### config.mk
export PLATFORM = sky130hd
export DESIGN_NAME = drp_reg_bridge
export DESIGN_NICKNAME = d
export VERILOG_FILES = /design/src/rtl/drp_bridge_pkg.sv /design/src/rtl/drp_cfg_regs.sv /design/src/rtl/drp_xfer_fsm.sv /design/src/rtl/drp_rd_mux.sv /design/src/rtl/drp_reg_bridge.sv
export SDC_FILE = /design/constraint.sdc
export NUM_CORES = 1
export LEC_CHECK = 0
export ABC_AREA = 1
export BUFFER_PORTS_ARGS = -buffer_cell sky130_fd_sc_hd__buf_2
export CAP_MARGIN = 20
export CORE_UTILIZATION = 25
export DETAILED_ROUTE_END_ITERATION = 10
export PLACE_DENSITY = 0.51
export SETUP_SLACK_MARGIN = 0.05
export SLEW_MARGIN = 30
export SYNTH_ARGS = -nofsm -noshare
export SYNTH_HDL_FRONTEND = slang
export SYNTH_SLANG_ARGS = --single-unit
### constraint.sdc
create_clock -name clk -period 4.4 [get_ports clk]
set_clock_uncertainty 0.05 [all_clocks]
set_input_delay 0.88 -clock clk [delete_from_list [all_inputs] [get_ports clk]]
set_output_delay 0.88 -clock clk [all_outputs]
set_load 0.01 [all_outputs]
### src/rtl/drp_bridge_pkg.sv
package drp_bridge_pkg;

    // Register byte offsets
    localparam logic [7:0] OFS_RESET  = 8'h40;
    localparam logic [7:0] OFS_SOURCE = 8'h44;
    localparam logic [7:0] OFS_CMD    = 8'h70;
    localparam logic [7:0] OFS_STATUS = 8'h74;

    // Command word field positions
    localparam int unsigned CMD_START_BIT = 29;
    localparam int unsigned CMD_READ_BIT  = 28;
    localparam int unsigned CMD_ADDR_LSB  = 16;

    // Status word field positions
    localparam int unsigned STS_BUSY_BIT  = 16;

    // Reset register field positions
    localparam int unsigned RST_BLK_BIT   = 0;
    localparam int unsigned RST_TILE_BIT  = 1;

    typedef enum logic [1:0] {
        XF_IDLE  = 2'd0,
        XF_ISSUE = 2'd1,
        XF_WAIT  = 2'd2
    } xfer_state_e;

endpackage

### src/rtl/drp_cfg_regs.sv
module drp_cfg_regs #(
    parameter int unsigned SEL_W = 1
) (
    input  logic             clk,
    input  logic             rst_n,
    input  logic             wr_reset,
    input  logic             wr_source,
    input  logic [1:0]       reset_bits,
    input  logic [SEL_W-1:0] source_bits,
    output logic             blk_en,
    output logic             tile_en,
    output logic [SEL_W-1:0] src_sel
);

    typedef struct packed {
        logic             blk;
        logic             tile;
        logic [SEL_W-1:0] sel;
    } cfg_t;

    cfg_t cfg_d, cfg_q;

    always_comb begin
        cfg_d = cfg_q;
        if (wr_reset) begin
            cfg_d.blk  = reset_bits[0];
            cfg_d.tile = reset_bits[1];
        end
        if (wr_source) begin
            cfg_d.sel = source_bits;
        end
    end

    always_ff @(posedge clk or negedge rst_n) begin
        if (!rst_n) begin
            cfg_q <= '0;
        end else begin
            cfg_q <= cfg_d;
        end
    end

    assign blk_en  = cfg_q.blk;
    assign tile_en = cfg_q.tile;
    assign src_sel = cfg_q.sel;

endmodule

### src/rtl/drp_xfer_fsm.sv
module drp_xfer_fsm
    import drp_bridge_pkg::*;
#(
    parameter int unsigned BUS_DW = 32,
    parameter int unsigned DRP_AW = 7,
    parameter int unsigned DRP_DW = 16
) (
    input  logic              clk,
    input  logic              rst_n,
    input  logic              cmd_wr,
    input  logic [BUS_DW-1:0] cmd_word,
    input  logic              drp_rdy,
    input  logic [DRP_DW-1:0] drp_do,
    output logic              drp_en,
    output logic              drp_we,
    output logic [DRP_AW-1:0] drp_addr,
    output logic [DRP_DW-1:0] drp_di,
    output logic              busy,
    output logic [DRP_DW-1:0] rd_data,
    output logic [BUS_DW-1:0] cmd_echo
);

    typedef struct packed {
        xfer_state_e       st;
        logic [BUS_DW-1:0] cmd;
        logic [DRP_DW-1:0] rdat;
    } xfer_t;

    xfer_t x_d, x_q;
    logic  start_req;

    assign start_req = cmd_wr && cmd_word[CMD_START_BIT];

    always_comb begin
        x_d = x_q;
        unique case (x_q.st)
            XF_IDLE: begin
                if (start_req) begin
                    x_d.st  = XF_ISSUE;
                    x_d.cmd = cmd_word;
                end
            end
            XF_ISSUE, XF_WAIT: begin
                if (drp_rdy) begin
                    x_d.st = XF_IDLE;
                    if (x_q.cmd[CMD_READ_BIT]) begin
                        x_d.rdat = drp_do;
                    end
                end else begin
                    x_d.st = XF_WAIT;
                end
            end
            default: begin
                x_d.st = XF_IDLE;
            end
        endcase
    end

    always_ff @(posedge clk or negedge rst_n) begin
        if (!rst_n) begin
            x_q <= '{st: XF_IDLE, cmd: '0, rdat: '0};
        end else begin
            x_q <= x_d;
        end
    end

    always_comb begin
        cmd_echo                = x_q.cmd;
        cmd_echo[CMD_START_BIT] = 1'b0;
    end

    assign drp_en   = (x_q.st == XF_ISSUE);
    assign drp_we   = drp_en && !x_q.cmd[CMD_READ_BIT];
    assign drp_addr = x_q.cmd[CMD_ADDR_LSB +: DRP_AW];
    assign drp_di   = x_q.cmd[DRP_DW-1:0];
    assign busy     = (x_q.st != XF_IDLE);
    assign rd_data  = x_q.rdat;

endmodule

### src/rtl/drp_rd_mux.sv
module drp_rd_mux
    import drp_bridge_pkg::*;
#(
    parameter int unsigned BUS_AW = 8,
    parameter int unsigned BUS_DW = 32,
    parameter int unsigned DRP_DW = 16,
    parameter int unsigned SEL_W  = 1
) (
    input  logic              rd,
    input  logic [BUS_AW-1:0] addr,
    input  logic              blk_en,
    input  logic              tile_en,
    input  logic [SEL_W-1:0]  src_sel,
    input  logic [BUS_DW-1:0] cmd_echo,
    input  logic              busy,
    input  logic [DRP_DW-1:0] rd_data,
    output logic [BUS_DW-1:0] rdata
);

    logic [BUS_DW-1:0] sel_d;

    always_comb begin
        sel_d = '0;
        unique case (addr)
            BUS_AW'(OFS_RESET): begin
                sel_d[RST_BLK_BIT]  = blk_en;
                sel_d[RST_TILE_BIT] = tile_en;
            end
            BUS_AW'(OFS_SOURCE): begin
                sel_d[SEL_W-1:0] = src_sel;
            end
            BUS_AW'(OFS_CMD): begin
                sel_d = cmd_echo;
            end
            BUS_AW'(OFS_STATUS): begin
                sel_d[STS_BUSY_BIT] = busy;
                sel_d[DRP_DW-1:0]   = rd_data;
            end
            default: begin
                sel_d = '0;
            end
        endcase
        rdata = rd ? sel_d : '0;
    end

endmodule

### src/rtl/drp_reg_bridge.sv
module drp_reg_bridge
    import drp_bridge_pkg::*;
#(
    parameter int unsigned BUS_AW = 8,
    parameter int unsigned BUS_DW = 32,
    parameter int unsigned DRP_AW = 7,
    parameter int unsigned DRP_DW = 16,
    parameter int unsigned SEL_W  = 1
) (
    input  logic              clk,
    input  logic              rst_n,
    input  logic              reg_wr,
    input  logic              reg_rd,
    input  logic [BUS_AW-1:0] reg_addr,
    input  logic [BUS_DW-1:0] reg_wdata,
    output logic [BUS_DW-1:0] reg_rdata,
    output logic              blk_en,
    output logic              tile_en,
    output logic [SEL_W-1:0]  src_sel,
    output logic              drp_en,
    output logic              drp_we,
    output logic [DRP_AW-1:0] drp_addr,
    output logic [DRP_DW-1:0] drp_di,
    input  logic [DRP_DW-1:0] drp_do,
    input  logic              drp_rdy
);

    logic              wr_reset, wr_source, wr_cmd;
    logic              xfer_busy;
    logic [DRP_DW-1:0] xfer_rd_data;
    logic [BUS_DW-1:0] cmd_echo;

    assign wr_reset  = reg_wr && (reg_addr == BUS_AW'(OFS_RESET));
    assign wr_source = reg_wr && (reg_addr == BUS_AW'(OFS_SOURCE));
    assign wr_cmd    = reg_wr && (reg_addr == BUS_AW'(OFS_CMD));

    drp_cfg_regs #(
        .SEL_W (SEL_W)
    ) i_cfg (
        .clk         (clk),
        .rst_n       (rst_n),
        .wr_reset    (wr_reset),
        .wr_source   (wr_source),
        .reset_bits  (reg_wdata[1:0]),
        .source_bits (reg_wdata[SEL_W-1:0]),
        .blk_en      (blk_en),
        .tile_en     (tile_en),
        .src_sel     (src_sel)
    );

    drp_xfer_fsm #(
        .BUS_DW (BUS_DW),
        .DRP_AW (DRP_AW),
        .DRP_DW (DRP_DW)
    ) i_xfer (
        .clk      (clk),
        .rst_n    (rst_n),
        .cmd_wr   (wr_cmd),
        .cmd_word (reg_wdata),
        .drp_rdy  (drp_rdy),
        .drp_do   (drp_do),
        .drp_en   (drp_en),
        .drp_we   (drp_we),
        .drp_addr (drp_addr),
        .drp_di   (drp_di),
        .busy     (xfer_busy),
        .rd_data  (xfer_rd_data),
        .cmd_echo (cmd_echo)
    );

    drp_rd_mux #(
        .BUS_AW (BUS_AW),
        .BUS_DW (BUS_DW),
        .DRP_DW (DRP_DW),
        .SEL_W  (SEL_W)
    ) i_rmux (
        .rd       (reg_rd),
        .addr     (reg_addr),
        .blk_en   (blk_en),
        .tile_en  (tile_en),
        .src_sel  (src_sel),
        .cmd_echo (cmd_echo),
        .busy     (xfer_busy),
        .rd_data  (xfer_rd_data),
        .rdata    (reg_rdata)
    );

endmodule

Word-level counts from Yosys, hierarchy flattened
Cells that the tools add are included.

word-level totals
  register bits after elaboration = 53
  bits of input ports = 61
  logic and storage cells = 32

cells by class
  equal/unequal tests = 7
  muxes and demuxes = 8
  reductions and logical operators = 11

operator list
  cell                count
  $mux 34             1
  $eq 8x7->1 const B  4
  $mux 32             1
  $pmux 15 s2         1
  $mux 15             1
  $logic_and 1x1->1   5
  $pmux 1 s4          1
  $pmux 2 s2          1
  $pmux 1 s3          1
  $reduce_and 3->1    1
  $eq 2x1->1 const B  1
  $eq 2x2->1 const B  1
  $logic_not 2->1     1
  $mux 2              1
  $ne 2x1->1 const B  1
  $reduce_and 2->1    1
  $reduce_bool 2->1   1
  $reduce_or 2->1     1
  $logic_not 1->1     1

Logic depth before layout (Yosys ltp)
  word-level depth = 5
  mapped depth = 9

Modules after synthesis
From an unflattened synthesis, not the netlist that was laid out.

second synthesis, totals
  cell total of the unflattened synthesis = 435
  area total of the unflattened synthesis = 3,374.5 um2

by module, submodules not included
  module          times used  cells an instance  area an instance (um2)  sequential area each (um2)
  drp_xfer_fsm    1           289                2,670.1                 1,226.2
  drp_rd_mux      1           116                515.5                   0.0
  drp_cfg_regs    1           14                 116.4                   75.1
  drp_reg_bridge  1           16                 72.6                    0.0

Least setup slack after synthesis
Ideal clock, no wire load.

  path kind = input to output
  start = in reg_addr[7]
  end = out reg_rdata[20]
  arrival time = 1.754 ns
  data required time = 3.470 ns
  slack = 1.716 ns
  stages on the path = 8
  buffers on the path = 1
  cell sequence = inv_1 nand2_1 nor2_4 nand2_4 nor2_8 inv_2 buf_6 nor2_1

on the way
  cells in the longest elaborated chain, start to end = 3

ends and longest elaborated chain
  element          RTL line              text
  start, declared  drp_reg_bridge.sv:14  input logic [BUS_AW-1:0] reg_addr,
  $eq 8x7->1       drp_rd_mux.sv:24      unique case (addr)
  $mux 15          drp_rd_mux.sv:24
  $mux 32          drp_rd_mux.sv:43      rdata = rd ? sel_d : '0;
  end, declared    drp_reg_bridge.sv:16  output logic [BUS_DW-1:0] reg_rdata,

Every way passes these cells.

Worst setup path after layout
  start = in reg_addr[3]
  end = out reg_rdata[15]

on the way
  cells in the longest elaborated chain, start to end = 3
  elaborated cells between the ends (all ways) = 4
  classes of those cells = eq/ne: 2; mux: 2

ends and longest elaborated chain
  element        RTL line
  $eq 8x7->1     drp_rd_mux.sv:24
  $pmux 15 s2 *  drp_rd_mux.sv:24
  $mux 32 *      drp_rd_mux.sv:43

Mark *: on every way between the ends. The rest lies on a longest branch, timed or not.

==> flow_summary.ini <==
[die]
start_util_pct = 25.93
dieWidth_um = 108.5
die_h_um = 108.5
dieArea_um2 = 11770
core_area_um2 = 10940
num_rows = 38
io_pins = 121

[grt]
grt_pass1_wl_um = 11520
overflow = 0
grt_use_total_pct = 12.79
grt_max_degree = 53
grt_pass1_vias = 2301
antenna_found_initial = 0

[timing]
max-slew-margin-rel_pct = 54.18
rsz0062_at_grt = no
fin_crit_ns = 3.229
fmax_mhz = 309.7
drv_slew = 0
hold_viol_final = 0
tns_ns = 0
post-route-period-util_pct = 73.39
setup_viol = 0
timing_worst_slew_pin_value_ns = 0.6873

[synth]
synth_top_area_share_pct = 45.90
netlist_area_um2 = 2835
synthMostInstantiatedCell = nand2_1
synth_common_cells = 106 x nand2_1, 56 x nand3_1, 52 x dfrtp_1
synth_warnings = 0
ys.flop_type = dfrtp_1
ys_ff_latch = 52
yosysUniqueCellTypes = 23
synthCells = 339
synth_edf_count = 0
syn_avg_cell_area_um2 = 8.363
syn_nets = 403
ys_top_cells_by_area = dfrtp_1 46%, nand2_1 14%, nand3_1 9.9%
ys_seq_area_share_pct = 45.90
synth_top_cell_by_area = dfrtp_1
async_flop_share_pct = 100.0

[placement]
placed_cells = 560
port_buffers = 119
gp_congestion = 0.7767
hpwl_um = 5083

[detailed_routing]
drt.antenna.violating_nets = 0
drt_first_pass_iters = 4
vias = 2436
wl_per_cell_um = 12.88
drt-total-wl_um = 7313
first_iter_violations = 204
avgViaCountPerCell = 4.289
drcViolationCount = 0

[critical_path]
cp_data_arrival_time_ns = 2.30
ff2ff_path_depth = 6
endpoint_kind = primary output
critPathTopFamily = simple AND/OR/NAND/NOR gates
critical-path-max-stage-delay_ns = 0.41
critPathRequiredTime_ns = 3.47
worstReg2RegEnd = i_xfer.cmd_echo[20]$_DFFE_PN0P_
cpMostUsedCell = nand2_1
rrSetupSlack_ns = 2.61
crit_chain = buf_2 > inv_1 > nand2_1 > nor2_1 > nand2_1 > inv_1 > nand3_1 > nand2_1 > buf_2
path_class = in2out
path_depth = 9
cp_num_buf_inv = 4
rr_startpoint = i_xfer.x_q[48]$_DFFE_PN0P_
path_max_fanout = 14
cp-start-kind = input pin
slowest_stage = inv_1

[min_path]
hold_end = i_xfer.cmd_echo[27]$_DFFE_PN0P_
whs_path_depth = 2
hold_start = i_xfer.cmd_echo[27]$_DFFE_PN0P_
hold_path.class = reg2reg

[finish]
fin_nets = 491
antenna_cells = 0
fillCellCount = 1193
syn2layout_area_growth_pct = 22.64
drive_above_1_share_pct = 36.68
final_cells = 568

[power_and_ir_drop]
power.leakage_nw = 2.083
total_power_w = 0.0009886
ir_worst_vdd_mv = 0.1520
power.density_nw_per_um2 = 284.3

[cts]
ctsResizeCount = 0
clk_latency_ns = 0.29
cts_max_level = 2
cts_tree = yes
holdBufCountCts = 0
clkTransAtPathRegs_ns = 0.07
cts_sinks = 52
cts_buffer_depth = 2
cts-root-buf = clkbuf_16
postCtsSetupBuffers = 0
numCtsBuffers = 5

[flow_run]
maxCapViolations = 0

[outcome]
outcome = finished, final reports clean
-- cell families (layout without fill, tap and decap cells) --
family	after synthesis	after routing	share of synthesized area [%]
adders and majority gates	3	3	1.324
other	1	1	0.1323
buffers and inverters	70	159	14.56
muxes	16	16	6.355
and+or+nand+nor	191	191	30.49
AOI/OAI and AO/OA	6	6	1.236
DFF	52	52	45.90
-- worst register-to-register path, cell delays in order (launching register included) --
cell and delay [ns]:
dfrtp_1 0.41, inv_1 0.09, ha_2 0.20, buf_4 0.39, nand2_4 0.33, nand2_1 0.15
nand2_1 0.06
-- cells in the final DEF, fill, tap and decap left out --
cell / instances
buf_2: 119
nand2_1: 106
nand3_1: 56
dfrtp_1: 52
inv_1: 27
nor2_1: 19
mux2_2: 16
clkbuf_16: 5
o21ai_0: 4
inv_2: 3
nor2_4: 2
nand2_4: 2
nor2_8: 2
ha_1: 2
clkinvlp_4: 2
buf_4: 2
nand2_2: 1
o31ai_1: 1
nand4_1: 1
a21boi_0: 1
nand3_2: 1
nor3b_1: 1
ha_2: 1
conb_1: 1
clkbuf_8: 1
-- flip-flops by register name, summed over array words and instances (netlist names) --
name,count
i_cfg.blk_en,1
i_xfer.cmd_echo,31
i_xfer.rd_data,16
i_cfg.tile_en,1
i_cfg.src_sel,1
i_xfer.x_q,2
-- stage by stage --
| step | util, % | worst slack (ns) | cell area, um^2 | hold WS (ns) |
|---|---|---|---|---|
| final | 31.80 | 1.171 | 3477 | 0.4223 |
| after global routing | 31.80 | 0.9248 | 3477 | 0.4560 |
| after CTS | 31.80 | 1.149 | 3477 | 0.4265 |
| after detailed placement | 30.39 | 1.151 | 3323 | 0.4089 |
| after global placement | 30.39 | 1.180 | 3323 | 0.4042 |
| after floorplan | - | 1.716 | 2835 | 0.3919 |
-- routing by layer --
layer / GRT usage (%) / routed length (um)
met1: 17.24 / 3408
met2: 21.16 / 3353
met3: 2.833 / 525
met4: 2.124 / 26
met5: 0 / 0
-- worst max path at each step --
stage               slack [ns]        start             to
global placement          1.18  reg_addr[0]  reg_rdata[15]
finish                    1.17  reg_addr[3]  reg_rdata[15]
detailed placement        1.15  reg_addr[3]  reg_rdata[15]
CTS                       1.15  reg_addr[3]  reg_rdata[15]
global route              0.92  reg_addr[3]  reg_rdata[15]
floorplan                 1.72  reg_addr[7]  reg_rdata[20]
-- power breakdown --
part / switching, W / total, W / leakage, nW / internal, W
Sequential: 0.00000825 / 0.000497 / 0.723 / 0.000489
Combinational: 0.0000545 / 0.0000903 / 1.29 / 0.0000358
Clock: 0.000174 / 0.000401 / 0.0691 / 0.000227
-- layout make-up --
| class | instances | area, um^2 | share of cell area [%] |
|---|---|---|---|
| clock buffer | 6 | 138.9 | 3.994 |
| timing repair buffer | 121 | 610.6 | 17.56 |
| tap | 140 | 175.2 | 5.038 |
| inverter | 30 | 112.6 | 3.239 |
| multi-input combinational | 217 | 1124 | 32.31 |
| clock inverter | 2 | 15.01 | 0.4318 |
| sequential | 52 | 1301 | 37.42 |
No activity file was read; power rests on OpenSTA's default activity.
